## config.mk

```make
export PLATFORM = sky130hd
export DESIGN_NAME = key_wdt
export DESIGN_NICKNAME = d
export VERILOG_FILES = /design/src/rtl/kwdt_pkg.sv /design/src/rtl/kwdt_prescale.sv /design/src/rtl/kwdt_counter.sv /design/src/rtl/kwdt_pulse.sv /design/src/rtl/kwdt_regs.sv /design/src/rtl/key_wdt.sv
export SDC_FILE = /design/constraint.sdc
export NUM_CORES = 1
export LEC_CHECK = 0
export BUFFER_PORTS_ARGS = -buffer_cell sky130_fd_sc_hd__buf_4
export CAP_MARGIN = 5
export CORE_MARGIN = 5
export CORE_UTILIZATION = 40
export DETAILED_ROUTE_END_ITERATION = 8
export PLACE_DENSITY = 0.57
export SLEW_MARGIN = 40
export SYNTH_ARGS = -nofsm -noshare
export SYNTH_HDL_FRONTEND = slang
export SYNTH_SLANG_ARGS = --single-unit
```

## constraint.sdc

```tcl
create_clock -name clk -period 3.1 [get_ports clk]
set_input_delay 0 -clock clk [delete_from_list [all_inputs] [get_ports clk]]
set_output_delay 0 -clock clk [all_outputs]
set_load 0.01 [all_outputs]
```

## src/rtl/kwdt_pkg.sv

```systemverilog
package kwdt_pkg;

   localparam int unsigned ADDR_W = 3;

   localparam logic [ADDR_W-1:0] OFS_CTRL = 3'd0;
   localparam logic [ADDR_W-1:0] OFS_CNT  = 3'd2;
   localparam logic [ADDR_W-1:0] OFS_RST  = 3'd4;

   localparam logic [7:0]  KEY_CTRL      = 8'hA5;
   localparam logic [7:0]  KEY_CNT       = 8'h5A;
   localparam logic [7:0]  KEY_RST       = 8'h5A;
   localparam logic [15:0] FLAG_CLR_WORD = 16'hA500;

   localparam int unsigned MODE_BIT  = 6;
   localparam int unsigned RUN_BIT   = 5;
   localparam int unsigned RSTEN_BIT = 6;

   typedef struct packed {
      logic       wdt_mode;
      logic       run;
      logic [2:0] sel;
   } ctrl_t;

   function automatic logic [15:0] sel_to_div(input logic [2:0] s);
      logic [15:0] d;
      unique case (s)
         3'd0:    d = 16'd1;
         3'd1:    d = 16'd64;
         3'd2:    d = 16'd128;
         3'd3:    d = 16'd256;
         3'd4:    d = 16'd512;
         3'd5:    d = 16'd1024;
         3'd6:    d = 16'd4096;
         default: d = 16'd16384;
      endcase
      return d;
   endfunction

endpackage

```

## src/rtl/kwdt_prescale.sv

```systemverilog
module kwdt_prescale
   import kwdt_pkg::*;
#(
   parameter int unsigned PRE_W = 14
) (
   input  logic       clk,
   input  logic       rst_n,
   input  logic       run,
   input  logic [2:0] sel,
   output logic       tick
);

   initial begin
      assert (PRE_W >= 14 && PRE_W <= 16)
         else $error("kwdt_prescale: PRE_W must be 14..16");
   end

   logic [PRE_W-1:0] pc;
   logic [15:0]      lim;

   always_comb begin
      lim  = sel_to_div(sel) - 16'd1;
      tick = run && (32'(pc) >= 32'(lim));
   end

   always_ff @(posedge clk or negedge rst_n) begin
      if (!rst_n)
         pc <= '0;
      else if (!run || tick)
         pc <= '0;
      else
         pc <= pc + 1'b1;
   end

   // prescaler restarts whenever stopped
   a_r5_pre_restart: assert property (@(posedge clk) disable iff (!rst_n)
      !run |=> (pc == '0));

endmodule

```

## src/rtl/kwdt_counter.sv

```systemverilog
module kwdt_counter #(
   parameter int unsigned CNT_W = 8
) (
   input  logic             clk,
   input  logic             rst_n,
   input  logic             load,
   input  logic [CNT_W-1:0] load_val,
   input  logic             tick,
   output logic [CNT_W-1:0] cnt,
   output logic             ovf
);

   localparam logic [CNT_W-1:0] TOP = '1;

   initial begin
      assert (CNT_W >= 2 && CNT_W <= 8)
         else $error("kwdt_counter: CNT_W must be 2..8");
   end

   assign ovf = tick && !load && (cnt == TOP);

   always_ff @(posedge clk or negedge rst_n) begin
      if (!rst_n)
         cnt <= '0;
      else if (load)
         cnt <= load_val;
      else if (tick)
         cnt <= cnt + 1'b1;
   end

   // no tick and no load keeps the count
   a_r5_hold: assert property (@(posedge clk) disable iff (!rst_n)
      (!tick && !load) |=> $stable(cnt));

   // passing the top wraps to zero
   a_r6_wrap: assert property (@(posedge clk) disable iff (!rst_n)
      (tick && !load && cnt == TOP) |=> (cnt == '0));

endmodule

```

## src/rtl/kwdt_pulse.sv

```systemverilog
module kwdt_pulse #(
   parameter int unsigned PULSE_LEN = 128
) (
   input  logic clk,
   input  logic rst_n,
   input  logic fire,
   output logic req
);

   localparam int unsigned PW = $clog2(PULSE_LEN + 1);

   initial begin
      assert (PULSE_LEN >= 1)
         else $error("kwdt_pulse: PULSE_LEN must be at least 1");
   end

   generate
      if (PULSE_LEN == 1) begin : g_single
         always_ff @(posedge clk or negedge rst_n) begin
            if (!rst_n)
               req <= 1'b0;
            else
               req <= fire && !req;
         end
      end else begin : g_counted
         logic [PW-1:0] left;

         always_ff @(posedge clk or negedge rst_n) begin
            if (!rst_n)
               left <= '0;
            else if (left != '0)
               left <= left - 1'b1;
            else if (fire)
               left <= PW'(PULSE_LEN);
         end

         assign req = (left != '0);
      end
   endgenerate

   // an idle fire starts the request on the next clock
   a_r7_start: assert property (@(posedge clk) disable iff (!rst_n)
      (fire && !req) |=> req);

endmodule

```

## src/rtl/kwdt_regs.sv

```systemverilog
module kwdt_regs
   import kwdt_pkg::*;
#(
   parameter int unsigned CNT_W = 8
) (
   input  logic              clk,
   input  logic              rst_n,
   input  logic [ADDR_W-1:0] addr,
   input  logic              wr,
   input  logic [15:0]       wdata,
   input  logic              rd,
   input  logic [CNT_W-1:0]  cnt_val,
   input  logic              ovf,
   output ctrl_t             ctrl,
   output logic              rst_en,
   output logic              flag,
   output logic              load,
   output logic [CNT_W-1:0]  load_val,
   output logic [7:0]        rdata
);

   logic       armed;
   logic       wr_ctrl, wr_rst, clr_hit, clr_ok;
   logic [7:0] key;

   always_comb begin
      key      = wdata[15:8];
      wr_ctrl  = wr && (addr == OFS_CTRL) && (key == KEY_CTRL);
      load     = wr && (addr == OFS_CNT)  && (key == KEY_CNT);
      wr_rst   = wr && (addr == OFS_RST)  && (key == KEY_RST);
      clr_hit  = wr && (addr == OFS_RST)  && (wdata == FLAG_CLR_WORD);
      clr_ok   = clr_hit && armed;
      load_val = wdata[CNT_W-1:0];
   end

   always_ff @(posedge clk or negedge rst_n) begin
      if (!rst_n) begin
         ctrl <= '0;
      end else if (wr_ctrl) begin
         ctrl.wdt_mode <= wdata[MODE_BIT];
         ctrl.run      <= wdata[RUN_BIT];
         ctrl.sel      <= wdata[2:0];
      end
   end

   always_ff @(posedge clk or negedge rst_n) begin
      if (!rst_n)
         rst_en <= 1'b0;
      else if (wr_rst)
         rst_en <= wdata[RSTEN_BIT];
   end

   always_ff @(posedge clk or negedge rst_n) begin
      if (!rst_n)
         armed <= 1'b0;
      else if (clr_ok)
         armed <= 1'b0;
      else if (rd && (addr == OFS_RST) && flag)
         armed <= 1'b1;
   end

   always_ff @(posedge clk or negedge rst_n) begin
      if (!rst_n)
         flag <= 1'b0;
      else if (ovf)
         flag <= 1'b1;
      else if (clr_ok)
         flag <= 1'b0;
   end

   always_comb begin
      unique case (addr)
         OFS_CTRL: rdata = {1'b0, ctrl.wdt_mode, ctrl.run, 2'b00, ctrl.sel};
         OFS_CNT:  rdata = 8'(cnt_val);
         OFS_RST:  rdata = {flag, rst_en, 6'b0};
         default:  rdata = 8'h00;
      endcase
   end

   // a control write with the wrong key leaves control untouched
   a_r4_ctrl_key: assert property (@(posedge clk) disable iff (!rst_n)
      (wr && addr == OFS_CTRL && wdata[15:8] != KEY_CTRL) |=> $stable(ctrl));

   // without a qualifying read, the flag cannot drop
   a_r9_unarmed_keeps: assert property (@(posedge clk) disable iff (!rst_n)
      (flag && !armed) |=> flag);

   // an overflow always leaves the flag set
   a_r6_flag_set: assert property (@(posedge clk) disable iff (!rst_n)
      ovf |=> flag);

endmodule

```

## src/rtl/key_wdt.sv

```systemverilog
module key_wdt
   import kwdt_pkg::*;
#(
   parameter int unsigned CNT_W     = 8,
   parameter int unsigned PRE_W     = 14,
   parameter int unsigned PULSE_LEN = 128
) (
   input  logic        clk,
   input  logic        rst_n,
   input  logic [2:0]  bus_addr,
   input  logic        bus_wr,
   input  logic [15:0] bus_wdata,
   input  logic        bus_rd,
   output logic [7:0]  bus_rdata,
   output logic        sys_rst_req
);

   ctrl_t            ctrl;
   logic             rst_en, flag, load, tick, ovf, fire;
   logic [CNT_W-1:0] load_val, cnt;

   kwdt_regs #(.CNT_W(CNT_W)) u_regs (
      .clk      (clk),
      .rst_n    (rst_n),
      .addr     (bus_addr),
      .wr       (bus_wr),
      .wdata    (bus_wdata),
      .rd       (bus_rd),
      .cnt_val  (cnt),
      .ovf      (ovf),
      .ctrl     (ctrl),
      .rst_en   (rst_en),
      .flag     (flag),
      .load     (load),
      .load_val (load_val),
      .rdata    (bus_rdata)
   );

   kwdt_prescale #(.PRE_W(PRE_W)) u_pre (
      .clk   (clk),
      .rst_n (rst_n),
      .run   (ctrl.run),
      .sel   (ctrl.sel),
      .tick  (tick)
   );

   kwdt_counter #(.CNT_W(CNT_W)) u_cnt (
      .clk      (clk),
      .rst_n    (rst_n),
      .load     (load),
      .load_val (load_val),
      .tick     (tick),
      .cnt      (cnt),
      .ovf      (ovf)
   );

   assign fire = ovf && ctrl.wdt_mode && rst_en;

   kwdt_pulse #(.PULSE_LEN(PULSE_LEN)) u_pulse (
      .clk   (clk),
      .rst_n (rst_n),
      .fire  (fire),
      .req   (sys_rst_req)
   );

   // an overflow in interval mode never starts a request
   a_r8_interval_quiet: assert property (@(posedge clk) disable iff (!rst_n)
      (ovf && !ctrl.wdt_mode && !sys_rst_req) |=> !sys_rst_req);

   // with reset disabled, no new request starts
   a_r3_rsten_gate: assert property (@(posedge clk) disable iff (!rst_n)
      (!rst_en && !sys_rst_req) |=> !sys_rst_req);

endmodule

```

==> results.md, run 1 <==
* Share of cells above drive strength 1 at 18.6%
* Routed WL per cell at 14.0 um
* Drc violations at 0
* Total length of routed wires at 5.48 mm
* Average size of a mapped cell at 9.00 um2
* Max-cap violation count at 0
* Combinational share of power at 14.8%
* Pin count of the biggest net entering global routing at 39
* Cell chosen for the clock root: sky130_fd_sc_hd__clkbuf_8
* Antenna viol nets, final at 0
* Total count of max-transition violations in the final report at 0
* Hpwl dp at 3.99 mm
* Max_slew headroom at 57.6%
* Placeable core region at 0.00596 mm2
* Clk buf depth at 2
* Number of synthesized register bits at 38
* Overall routing resource usage at 15.1%
* Global-route congestion overflow total at 0
* Layout Nets at 357
* CTS sink cnt at 38
* Final worst-path setup slack at approximately 250 ps
* Sequential-to-total area share from yosys stat at roughly 39%
* Data arrival at the endpoint of the critical path at ~3100 ps
* Number of detailed-route iterations in the first pass at 5
* Commonest register cell after synthesis: sky130_fd_sc_hd__dfrtp_1
* Number of flops mapped to enable cells by yosys at 0
* Startpoint of the most critical hold path: bus_wdata[14]
* Global-route wire length before repair at a little over 9 mm
* Antenna Cells at 0
* Netlist cell types at 50
* Count of endpoints failing setup in the final report at 0
* Warning count from the yosys run at 0
* Starting density of the core at 41.4%
* Die width at 88.5 um
* Worst EP required at 3320 ps
* Fraction of power consumed by sequential logic at 43.1%
* Die footprint at approximately 0.008 mm2
* Worst-case hold slack at 141 ps
* Asr flop ratio synth at 100%
* Setup repair after global routing missed its margin: no
* Minimum clock period at 2850 ps
* Reg2Reg Capture Point: u_cnt.cnt[5]$_DFFE_PN0P_
* Buffers on Ports at 31
* Synthesized instance count at approximately 270
* Clock Power Share at 42.1%
* Clock slew at the register clock pins of the worst setup and hold paths at roughly 90 ps
* TritonCTS clock tree: built
* Final GP Congestion at approximately 0.78
* Upper clock frequency limit at 351 MHz
* Crit end category: flip-flop
* Worst-Margin Slew at 631 ps
* Maximum vdd drop at 0.000245 V
* Power density of the placed cells at 416 mW/mm2
* Number of antenna violations at the first check in global routing at 0
* Path depth of the worst reg2reg path at 11
* Vias in the first global route at 1,973
* Area used by sequential logic in the layout at 951 um2
* Most frequent cells in the layout: 39 x sky130_fd_sc_hd__nor2_1, 38 x sky130_fd_sc_hd__dfrtp_1, 35 x sky130_fd_sc_hd__buf_4
* Final-layout fill cell count at 592
* Num CTS Buffers at 5
* Sum of negative setup slack at 0 ps
* Count of standard-cell rows at 28
* Sw frac at 24.4%
* Vias per cell at 5.34
* First-iteration detailed-routing DRC count at 83
* Commonest non-fill, non-tap cell in the layout: sky130_fd_sc_hd__nor2_1
* Final hold vios at 0
* Fin crit share at 92.0%
* Internal power contribution at between 0.9 and 1 mW
* Netlist area before placement at approximately 0.0025 mm2
* Area of the multi-input gates at 0.00143 mm2
* Critical R2R Launch: u_regs.ctrl[0]$_DFFE_PN0P_
* Net Count, Synth at about 320
* H-tree Lvls at 2
* Worst min-delay path category: in -> reg
* Hold EP: u_regs.armed$_DFFE_PN0P_
* Total number of vias at 2,094
* Placement-stage worst setup slack at 175 ps
* Clock latency reported for the late side of the worst-skew pair at 300 ps
* Setup slack of the most critical reg-to-reg path at 250 ps
* Number of top-level pins at 32
* Result of the run: complete, no violations
* Critical path class: reg -> reg
* Synth-to-layout area growth at 22.3%
* Leakage at 1.33 nW
* Maximum fanout count along the critical path at 21
* Number of instances on the worst hold path at 4
* Clock tree skew after final layout at a little over 10 ps
* Chip Height at 88.5 um
* Switching power at 0.306 mW
* Launching element of the worst setup path: u_regs.ctrl[0]$_DFFE_PN0P_
* Startpoint Class: flip-flop
-- critical path, stage by stage, from the launching register on --
cell                      delay [ps]
sky130_fd_sc_hd__dfrtp_1         380
sky130_fd_sc_hd__or3_1           420
sky130_fd_sc_hd__ha_1            230
sky130_fd_sc_hd__xnor2_1         140
sky130_fd_sc_hd__ha_1            300
sky130_fd_sc_hd__nand2_1          70
sky130_fd_sc_hd__o21ai_0         170
sky130_fd_sc_hd__a22o_1          150
sky130_fd_sc_hd__a31oi_1          40
sky130_fd_sc_hd__buf_4           210
sky130_fd_sc_hd__or4_1           510
sky130_fd_sc_hd__a31oi_1         170
-- Yosys cell counts, drive strengths merged, types with 7 or more instances --
cell    n  area [um2]
ha     18         225
inv     9        33.8
o21ai  13        68.8
xor2    9        78.8
and3    7        43.8
a21oi   9        45.0
a31oi   9        56.3
nor2   39         146
nand2  32         120
dfrtp  38         951
nand3   9        45.0
-- layout make-up --
class	count	area share, %
Clock buffer	6	2.74
Clock inverter	2	1.99
Inverter	10	1.41
Multi-Input combinational cell	216	47.2
Sequential cell	38	31.5
Tap cell	75	3.11
Timing Repair Buffer	45	12.0
-- power by group through the flow --
| stage | combinational [mW] | sequential (mW) | clock [mW] |
|---|---|---|---|
| after floorplan | 0.109 | 0.541 | 0 |
| after global placement | 0.175 | 0.549 | 0 |
| after detailed placement | 0.176 | 0.550 | 0 |
| after CTS | 0.187 | 0.540 | 0.544 |
| after global routing | 0.206 | 0.545 | 0.559 |
| final | 0.186 | 0.541 | 0.527 |
-- cell families (layout without fill, tap and decap cells) --
kind of cell	Yosys count	in the layout	synth area share, %
AOI/OAI and AO/OA	41	41	10.1
xor gates and xnor gates	14	14	4.97
adders and majority gates	18	18	9.13
buffers and inverters	20	63	3.80
DFF	38	38	38.5
muxes	12	12	5.17
and+or+nand+nor	131	131	28.2
-- metrics by stage --
step	power [mW]	std cells	instance area, um2	utilization, %
final	1.25	392	3020	50.7
after global routing	1.31	392	3020	50.7
after CTS	1.27	392	3020	50.6
after detailed placement	0.726	374	2770	46.6
after global placement	0.724	374	2770	46.6
after floorplan	0.650	274	2470	-
-- worst max-delay path by stage --
stage	cells after the start	end
2_1_floorplan	12	u_cnt.cnt[5]$_DFFE_PN0P_
3_3_place_gp	11	u_pre.pc[11]$_DFF_PN0_
3_5_place_dp	11	u_pre.pc[10]$_DFF_PN0_
4_1_cts	11	u_pre.pc[10]$_DFF_PN0_
5_1_grt	11	u_cnt.cnt[7]$_DFFE_PN0P_
6_report	11	u_cnt.cnt[5]$_DFFE_PN0P_
-- metal layers --
metal | vias to the layer above | part of all wire, % | GRT usage (%)
li1 | 1057 | - | -
met1 | 999 | 49 | 21.1
met3 | 9 | 3.2 | 3.07
met4 | 0 | 1.3 | 4.26
met2 | 29 | 46 | 23.8
met5 | - | 0 | 0
-- registers in the layout (all words and copies together) (netlist names) --
register and count:
u_pre.pc 14, u_pulse.g_counted.left 8, u_regs.armed 1, u_cnt.cnt 8
u_regs.rst_en 1, u_regs.flag 1, u_regs.ctrl 5
-- timing repair --
action / 4_1_cts / 5_1_grt
setup endpoints to repair: 0 / 13
hold buffers: 10 / 0
endpoints found under the hold margin: 51 / 0
buffers inserted: 0 / 0
resized for setup: 0 / 1
(Power assumes the default switching activity.)
==> run 2: changes to the inputs <==
--- a/config.mk
+++ b/config.mk
@@ -5,6 +5,7 @@
 export SDC_FILE = /design/constraint.sdc
 export NUM_CORES = 1
 export LEC_CHECK = 0
+export ABC_AREA = 1
 export BUFFER_PORTS_ARGS = -buffer_cell sky130_fd_sc_hd__buf_4
 export CAP_MARGIN = 5
 export CORE_MARGIN = 5
==> results.md, run 2 <==
* Result of the run: complete, no violations (unchanged)
* Number of flops mapped to enable cells by yosys at 0 (unchanged)
* Cell taking the most area after synthesis: sky130_fd_sc_hd__dfrtp_1 (unchanged)
* Total number of vias at 2,250 (was 2,094)
* Final hold vios at 0 (unchanged)
* Number of antenna violations at the first check in global routing at 0 (unchanged)
* Crit end category: flip-flop (unchanged)
* Number of top-level pins at 32 (unchanged)
* Setup slack of the most critical reg-to-reg path at 340 ps (was 250 ps)
* Number of synthesized register bits at 38 (unchanged)
* H-tree Lvls at 2 (unchanged)
* Synth top area share at 37.7% (was 38.5%)
* Top routing layer in use: met4 (unchanged)
* Max reg flops at 14 (unchanged)
* Netlist cell types at 32 (was 50)
* Cell Area, Placed at 0.00284 mm2 (was 0.00277 mm2)
* Commonest register cell after synthesis: sky130_fd_sc_hd__dfrtp_1 (unchanged)
* Leading post-synthesis cells by instance count: 80 x sky130_fd_sc_hd__nand2_1, 50 x sky130_fd_sc_hd__inv_1, 38 x sky130_fd_sc_hd__dfrtp_1 (was 39 x sky130_fd_sc_hd__nor2_1, 38 x sky130_fd_sc_hd__dfrtp_1, 32 x sky130_fd_sc_hd__nand2_1)
* Global-route wire length before repair at 9.84 mm (was 9.35 mm)
* Sum of negative setup slack at 0 ps (unchanged)
* Met3 Routed Length at 151 um (was 177 um)
* Maximum fanout count along the critical path at 8 (was 21)
* Total length of routed wires at 5.70 mm (was 5.48 mm)
* Critical Path Max Stage Delay at 470 ps (was 510 ps)
* Sequential-to-total area share from yosys stat at 37.7% (was 38.5%)
* Worst min-delay path category: in -> reg (unchanged)
* Warning count from the yosys run at 0 (unchanged)
* Final-layout fill cell count at 624 (was 592)
* Upper clock frequency limit at 362 MHz (was 351 MHz)
* Register bank with the most flops: u_pre.pc (unchanged)
* Worst-Margin Slew at 681 ps (was 631 ps)
* Overall power consumption at 1.29 mW (was 1.25 mW)
* Clock latency reported for the late side of the worst-skew pair at 280 ps (was 300 ps)
* Global-route congestion overflow total at 0 (unchanged)
* Minimum clock period at 2760 ps (was 2850 ps)
* Final GP Congestion at 0.797 (was 0.776)
* Worst-case hold slack at 31.3 ps (was 141 ps)
* Number of detailed-route iterations in the first pass at 4 (was 5)
* Die footprint at 0.00800 mm2 (was 0.00784 mm2)
* Max-cap violation count at 0 (unchanged)
* Final worst-path setup slack at 339 ps (was 248 ps)
* Routed met2 length at 2.70 mm (was 2.52 mm)
* Startpoint Class: flip-flop (unchanged)
* Commonest non-fill, non-tap cell in the layout: sky130_fd_sc_hd__nand2_1 (was sky130_fd_sc_hd__nor2_1)
* Met1 wire length at 2.79 mm (was 2.71 mm)
* Maximum vdd drop at 0.000262 V (was 0.000245 V)
* Data arrival at the endpoint of the critical path at 2940 ps (was 3070 ps)
* Critical path class: reg -> reg (unchanged)
* Largest cells by area after synthesis: sky130_fd_sc_hd__dfrtp_1 38%, sky130_fd_sc_hd__nand2_1 12%, sky130_fd_sc_hd__ha_1 8.9% (was sky130_fd_sc_hd__dfrtp_1 39%, sky130_fd_sc_hd__ha_1 9.1%, sky130_fd_sc_hd__nor2_1 5.9%)
* Count of standard-cell rows at 29 (was 28)
* CP delay by family, top: simple AND/OR/NAND/NOR gates (unchanged)
* Die width at 89.5 um (was 88.5 um)
* Worst EP required at 3280 ps (was 3320 ps)
* Clock tree skew after final layout at 10.8 ps (was 10.2 ps)
* Drc violations at 0 (unchanged)
* Core occupancy in the finished layout at 48.6% (was 50.7%)
* Netlist area before placement at 0.00252 mm2 (was 0.00247 mm2)
* Max_slew headroom at 54.4% (was 57.6%)
* Antenna viol nets, final at 0 (unchanged)
* Largest regs: u_pre.pc (14), u_cnt.cnt (8), u_pulse.g_counted.left (8) (unchanged)
* Chip Height at 89.5 um (was 88.5 um)
* Vias in the first global route at 2,197 (was 1,973)
* Synth-to-layout area growth at 20.2% (was 22.3%)
* Post-cts sizing count at 0 (unchanged)
* Fin crit share at 89.1% (was 92.0%)
* Clock slew at the register clock pins of the worst setup and hold paths at 80 ps (was 90 ps)
* Cell total after placement at 430 (was 374)
* Cell chosen for the clock root: sky130_fd_sc_hd__clkbuf_8 (unchanged)
* Vias per cell at 5.03 (was 5.34)
* Net Count, Synth at 364 (was 315)
* CTS sink cnt at 38 (unchanged)
* Cell-by-cell listing of the critical path: nor2_4, inv_1, nor2_1, inv_1, ha_1, xor2_1, ha_1, nand2_1, inv_1, nand2_1, nor2_1, nor2_1, nand2_1, nand2_2, a21oi_2, nand4_2, nand3_1, nand2_1 (was or3_1, ha_1, xnor2_1, ha_1, nand2_1, o21ai_0, a22o_1, a31oi_1, buf_4, or4_1, a31oi_1)
* Share of cells above drive strength 1 at 15.9% (was 18.6%)
* Count of endpoints failing setup in the final report at 0 (unchanged)
* Power density of the placed cells at 427 mW/mm2 (was 416 mW/mm2)
* Area used by sequential logic in the layout at 951 um2 (unchanged)
* TritonCTS clock tree: built (unchanged)
* CP max stage cell: sky130_fd_sc_hd__dfrtp_1 (was sky130_fd_sc_hd__or4_1)
* Pin count of the biggest net entering global routing at 39 (unchanged)
* Average size of a mapped cell at 7.82 um2 (was 9.00 um2)
* Most frequent cells in the layout: 80 x sky130_fd_sc_hd__nand2_1, 50 x sky130_fd_sc_hd__inv_1, 38 x sky130_fd_sc_hd__dfrtp_1 (was 39 x sky130_fd_sc_hd__nor2_1, 38 x sky130_fd_sc_hd__dfrtp_1, 35 x sky130_fd_sc_hd__buf_4)
* Placeable core region at 0.00624 mm2 (was 0.00596 mm2)
* Routed WL per cell at 12.7 um (was 14.0 um)
* Total count of max-transition violations in the final report at 0 (unchanged)
* Starting density of the core at 40.5% (was 41.4%)
* Hpwl dp at 4.45 mm (was 3.99 mm)
* Most frequent cell after synthesis: sky130_fd_sc_hd__nand2_1 (was sky130_fd_sc_hd__nor2_1)
* Asr flop ratio synth at 100% (unchanged)
* Overall routing resource usage at 15.7% (was 15.1%)
* First-iteration detailed-routing DRC count at 93 (was 83)
* Buffer and inverter count on the worst path at 3 (was 1)
* Setup repair after global routing missed its margin: no (unchanged)
* Placement-stage worst setup slack at 310 ps (was 175 ps)
* Buffers on Ports at 31 (unchanged)
* Layout Nets at 410 (was 357)
* Num CTS Buffers at 5 (unchanged)
* Crit-path most repeated cell: sky130_fd_sc_hd__nand2_1
* Clk buf depth at 2 (unchanged)
* Finished layout cell area at 0.00304 mm2 (was 0.00302 mm2)
* Area of the multi-input gates at 0.00136 mm2 (was 0.00143 mm2)
* Antenna Cells at 0 (unchanged)
* Synthesized instance count at 323 (was 274)
* Non-filler instance count after layout at 447 (was 392)
* Leakage at 1.55 nW (was 1.33 nW)
==> run 2: cell families (layout without fill, tap and decap cells) <==
| kind of cell | count (synthesis) | count (layout) | synth area share [%] |
|---|---|---|---|
| AO/OA/AOI/OAI | 35 | 35 | 8.62 |
| XOR/XNOR | 15 | 15 | 5.20 |
| adder cells (fa/ha/maj) | 18 | 18 | 8.92 |
| buffers and inverters | 52 | 99 | 8.33 |
| flip-flops | 38 | 38 | 37.7 |
| multiplexers | 1 | 1 | 0.446 |
| AND/OR/NAND/NOR | 164 | 164 | 30.8 |
==> run 2: final timing paths <==
check,from,endpoint,depth (start not counted)
worst max-delay path,u_regs.ctrl[1]$_DFFE_PN0P_,u_pulse.g_counted.left[1]$_DFFE_PN0P_,18
min in group asynchronous,rst_n,u_regs.armed$_DFFE_PN0P_,2
max in group asynchronous,rst_n,u_regs.ctrl[2]$_DFFE_PN0P_,2
worst min register to register,u_pre.pc[0]$_DFF_PN0_,u_pre.pc[0]$_DFF_PN0_,1
worst min-delay path,bus_wr,u_regs.rst_en$_DFFE_PN0P_,3
worst max register to register,u_regs.ctrl[1]$_DFFE_PN0P_,u_pulse.g_counted.left[1]$_DFFE_PN0P_,18
==> run 2: power by group <==
part / internal [mW] / switching (mW) / total (mW)
sequential: 0.547 / 0.0653 / 0.612
clock: 0.241 / 0.170 / 0.411
combinational: 0.126 / 0.146 / 0.271
==> run 2: repair_timing <==
item	in CTS	in global routing
setup buffers	0	0
setup endpoints to repair	0	0
hold endpoints to repair	48	0
hold buffers	9	0
==> run 2: worst min-delay path, stage by stage <==
cell and delay [ps]:
sky130_fd_sc_hd__buf_4 120, sky130_fd_sc_hd__nand3_1 90, sky130_fd_sc_hd__o21ai_0 70
==> run 2: final cells by class <==
| class | count | share of cell area (%) |
|---|---|---|
| inverters | 50 | 6.18 |
| clock buffers | 7 | 2.51 |
| multi-input cells | 233 | 44.9 |
| well taps | 77 | 3.17 |
| flip-flops and latches | 38 | 31.3 |
| repair buffers | 41 | 10.9 |
| clock inverters | 1 | 0.989 |
==> run 2: routing by layer <==
layer / vias up / global-route usage, %
met5: - / 0
met4: 0 / 4.06
met3: 8 / 2.86
met2: 44 / 26.1
met1: 1052 / 21.0
li1: 1146 / -
==> run 3: changes to the inputs <==
--- a/config.mk
+++ b/config.mk
@@ -8,10 +8,12 @@
 export ABC_AREA = 1
 export BUFFER_PORTS_ARGS = -buffer_cell sky130_fd_sc_hd__buf_4
 export CAP_MARGIN = 5
+export CELL_PAD_IN_SITES_DETAIL_PLACEMENT = 1
+export CELL_PAD_IN_SITES_GLOBAL_PLACEMENT = 2
 export CORE_MARGIN = 5
-export CORE_UTILIZATION = 40
+export CORE_UTILIZATION = 34
 export DETAILED_ROUTE_END_ITERATION = 8
-export PLACE_DENSITY = 0.57
+export PLACE_DENSITY = 0.78
 export SLEW_MARGIN = 40
 export SYNTH_ARGS = -nofsm -noshare
 export SYNTH_HDL_FRONTEND = slang
==> results.md, run 3 (synthesis results as in run 2) <==
* Layout Nets at 410 (unchanged)
* H-tree Lvls at 2 (unchanged)
* Result of the run: complete, no violations (unchanged)
* First-iteration detailed-routing DRC count at 63 (was 93)
* Most frequent cells in the layout: 80 x sky130_fd_sc_hd__nand2_1, 50 x sky130_fd_sc_hd__inv_1, 38 x sky130_fd_sc_hd__dfrtp_1 (unchanged)
* Worst min-delay path category: in -> reg (unchanged)
* Worst-case hold slack at 43.4 ps (was 31.3 ps)
* Placeable core region at 0.00725 mm2 (was 0.00624 mm2)
* Met3 Routed Length at 194 um (was 151 um)
* Top routing layer in use: met4 (unchanged)
* Number of detailed-route iterations in the first pass at 4 (unchanged)
* Die width at 96.2 um (was 89.5 um)
* Vias in the first global route at 2,382 (was 2,197)
* Worst EP required at 3290 ps (was 3280 ps)
* Startpoint of the most critical hold path: bus_wr (unchanged)
* Drc violations at 0 (unchanged)
* Clk buf depth at 2 (unchanged)
* Buffers on Ports at 31 (unchanged)
* Total count of max-transition violations in the final report at 0 (unchanged)
* Routed met2 length at 2.94 mm (was 2.70 mm)
* Synth-to-layout area growth at 20.1% (was 20.2%)
* Global-route wire length before repair at 11.2 mm (was 9.84 mm)
* Num CTS Buffers at 5 (unchanged)
* CP delay by family, top: simple AND/OR/NAND/NOR gates (unchanged)
* Global-route congestion overflow total at 0 (unchanged)
* Reg2Reg Capture Point: u_pre.pc[10]$_DFF_PN0_ (was u_pulse.g_counted.left[1]$_DFFE_PN0P_)
* Cell-by-cell listing of the critical path: nor2_4, inv_1, nor2_1, inv_1, ha_1, xor2_1, ha_1, a21oi_1, nand2_1, nor2_1, nand2_1, nand2_2, nand3_2, nor3b_1 (was nor2_4, inv_1, nor2_1, inv_1, ha_1, xor2_1, ha_1, nand2_1, inv_1, nand2_1, nor2_1, nor2_1, nand2_1, nand2_2, a21oi_2, nand4_2, nand3_1, nand2_1)
* Non-filler instance count after layout at 468 (was 447)
* Clock slew at the register clock pins of the worst setup and hold paths at 70 ps (was 80 ps)
* Number of top-level pins at 32 (unchanged)
* Worst-Margin Slew at 675 ps (was 681 ps)
* Critical path class: reg -> reg (unchanged)
* Total number of vias at 2,218 (was 2,250)
* Starting density of the core at 34.8% (was 40.5%)
* Count of standard-cell rows at 31 (was 29)
* Final GP Congestion at 0.752 (was 0.797)
* Fin crit share at 90.7% (was 89.1%)
* Setup repair after global routing missed its margin: yes (was no)
* Count of endpoints failing setup in the final report at 0 (unchanged)
* Overall power consumption at 1.22 mW (was 1.29 mW)
* Cell chosen for the clock root: sky130_fd_sc_hd__clkbuf_8 (unchanged)
* Total length of routed wires at 6.47 mm (was 5.70 mm)
* Final hold vios at 0 (unchanged)
* Area of the multi-input gates at 0.00136 mm2 (unchanged)
* Critical R2R Launch: u_regs.ctrl[1]$_DFFE_PN0P_ (unchanged)
* Hpwl dp at 5.09 mm (was 4.45 mm)
* Upper clock frequency limit at 356 MHz (was 362 MHz)
* Overall routing resource usage at 15.6% (was 15.7%)
* Number of logic stages on the critical path including buffering at 14 (was 18)
* Power density of the placed cells at 401 mW/mm2 (was 427 mW/mm2)
* Post-CTS setup buffers at 0 (unchanged)
* Core occupancy in the finished layout at 41.8% (was 48.6%)
* Max-cap violation count at 0 (unchanged)
* Pin count of the biggest net entering global routing at 39 (unchanged)
* Critical Path Max Stage Delay at 470 ps (about the same)
* Setup slack of the most critical reg-to-reg path at 290 ps (was 340 ps)
* Final-layout fill cell count at 933 (was 624)
* Routed WL per cell at 13.8 um (was 12.7 um)
* Buffer and inverter count on the worst path at 2 (was 3)
* CP max stage cell: sky130_fd_sc_hd__dfrtp_1 (unchanged)
* Area used by sequential logic in the layout at 951 um2 (unchanged)
* Max_slew headroom at 54.8% (was 54.4%)
* TritonCTS clock tree: built (unchanged)
* Data arrival at the endpoint of the critical path at 3010 ps (was 2940 ps)
* Die footprint at 0.00925 mm2 (was 0.00800 mm2)
* Antenna Cells at 0 (unchanged)
* Number of antenna violations at the first check in global routing at 0 (unchanged)
* CTS sink cnt at 38 (unchanged)
* Commonest non-fill, non-tap cell in the layout: sky130_fd_sc_hd__nand2_1 (unchanged)
* Register bank with the most flops: u_pre.pc (unchanged)
* Met1 wire length at 3.27 mm (was 2.79 mm)
* Number of instances on the worst hold path at 3 (unchanged)
* Antenna viol nets, final at 0 (unchanged)
* Largest regs: u_pre.pc (14), u_cnt.cnt (8), u_pulse.g_counted.left (8) (unchanged)
* Maximum fanout count along the critical path at 14 (was 8)
* Vias per cell at 4.74 (was 5.03)
* Startpoint Class: flip-flop (unchanged)
* Crit end category: flip-flop (unchanged)
* Cell total after placement at 452 (was 430)
* Clock latency reported for the late side of the worst-skew pair at 290 ps (was 280 ps)
* Max reg flops at 14 (unchanged)
* Hold EP: u_regs.rst_en$_DFFE_PN0P_ (unchanged)
* Minimum clock period at 2810 ps (was 2760 ps)
* Path depth of the worst reg2reg path at 14 (was 18)
* Clock tree skew after final layout at 5.81 ps (was 10.8 ps)
* Leakage at 1.54 nW (was 1.55 nW)
* Maximum vdd drop at 0.000141 V (was 0.000262 V)
* Share of cells above drive strength 1 at 15.7% (was 15.9%)
* Chip Height at 96.2 um (was 89.5 um)
-- run 3: cell count changes in the layout (fill, tap and decap cells not counted), sizes merged --
cell and delta:
bufinv -1
-- run 3: through the flow --
stage | area (um2) | setup TNS (ps) | setup slack, ps
after global placement | 2870 | 0 | 340
after detailed placement | 2870 | 0 | 259
final | 3030 | 0 | 288
after floorplan | 2520 | 0 | 389
after global routing | 3030 | -0.846 | -0.846
after CTS | 3030 | 0 | 225
-- run 3: worst max path at each step --
stage                     slack [ps]                                     to                  startpoint
after floorplan                  390  u_pulse.g_counted.left[0]$_DFFE_PN0P_  u_regs.ctrl[1]$_DFFE_PN0P_
after global placement           340  u_pulse.g_counted.left[1]$_DFFE_PN0P_  u_regs.ctrl[1]$_DFFE_PN0P_
after detailed placement         260  u_pulse.g_counted.left[1]$_DFFE_PN0P_  u_regs.ctrl[1]$_DFFE_PN0P_
after CTS                        230                 u_pre.pc[10]$_DFF_PN0_  u_regs.ctrl[1]$_DFFE_PN0P_
after global routing            -0.8                 u_pre.pc[10]$_DFF_PN0_  u_regs.ctrl[1]$_DFFE_PN0P_
final                            290                 u_pre.pc[10]$_DFF_PN0_  u_regs.ctrl[1]$_DFFE_PN0P_
-- run 3: layout make-up --
cell class              count  area share, %
multi-input cells         233           45.0
flip-flops and latches     38           31.4
repair buffers             41           10.9
inverters                  50           6.19
well taps                  99           4.08
clock buffers               7           2.52
-- run 3: power by group --
group / total, mW / switching [mW] / internal (mW)
combinational: 0.275 / 0.148 / 0.127
sequential: 0.612 / 0.0646 / 0.547
clock: 0.330 / 0.175 / 0.155
total: 1.22 / 0.388 / 0.829
-- run 3: worst min-delay path: stages --
cell	delay, ps
sky130_fd_sc_hd__buf_4	120
sky130_fd_sc_hd__nand3_1	90
sky130_fd_sc_hd__o21ai_0	80
-- run 3: what timing repair did --
item / in CTS / in global routing
resized for setup: 0 / 0
setup endpoints to repair: 0 / 2
hold endpoints to repair: 48 / 0
hold buffers: 9 / 0
-- run 3: metal layers --
| metal | vias up | global-route usage (%) |
|---|---|---|
| li1 | 1138 | - |
| met1 | 1044 | 21.9 |
| met2 | 29 | 24.4 |
| met3 | 7 | 3.21 |
| met4 | 0 | 3.91 |
| met5 | - | 0 |
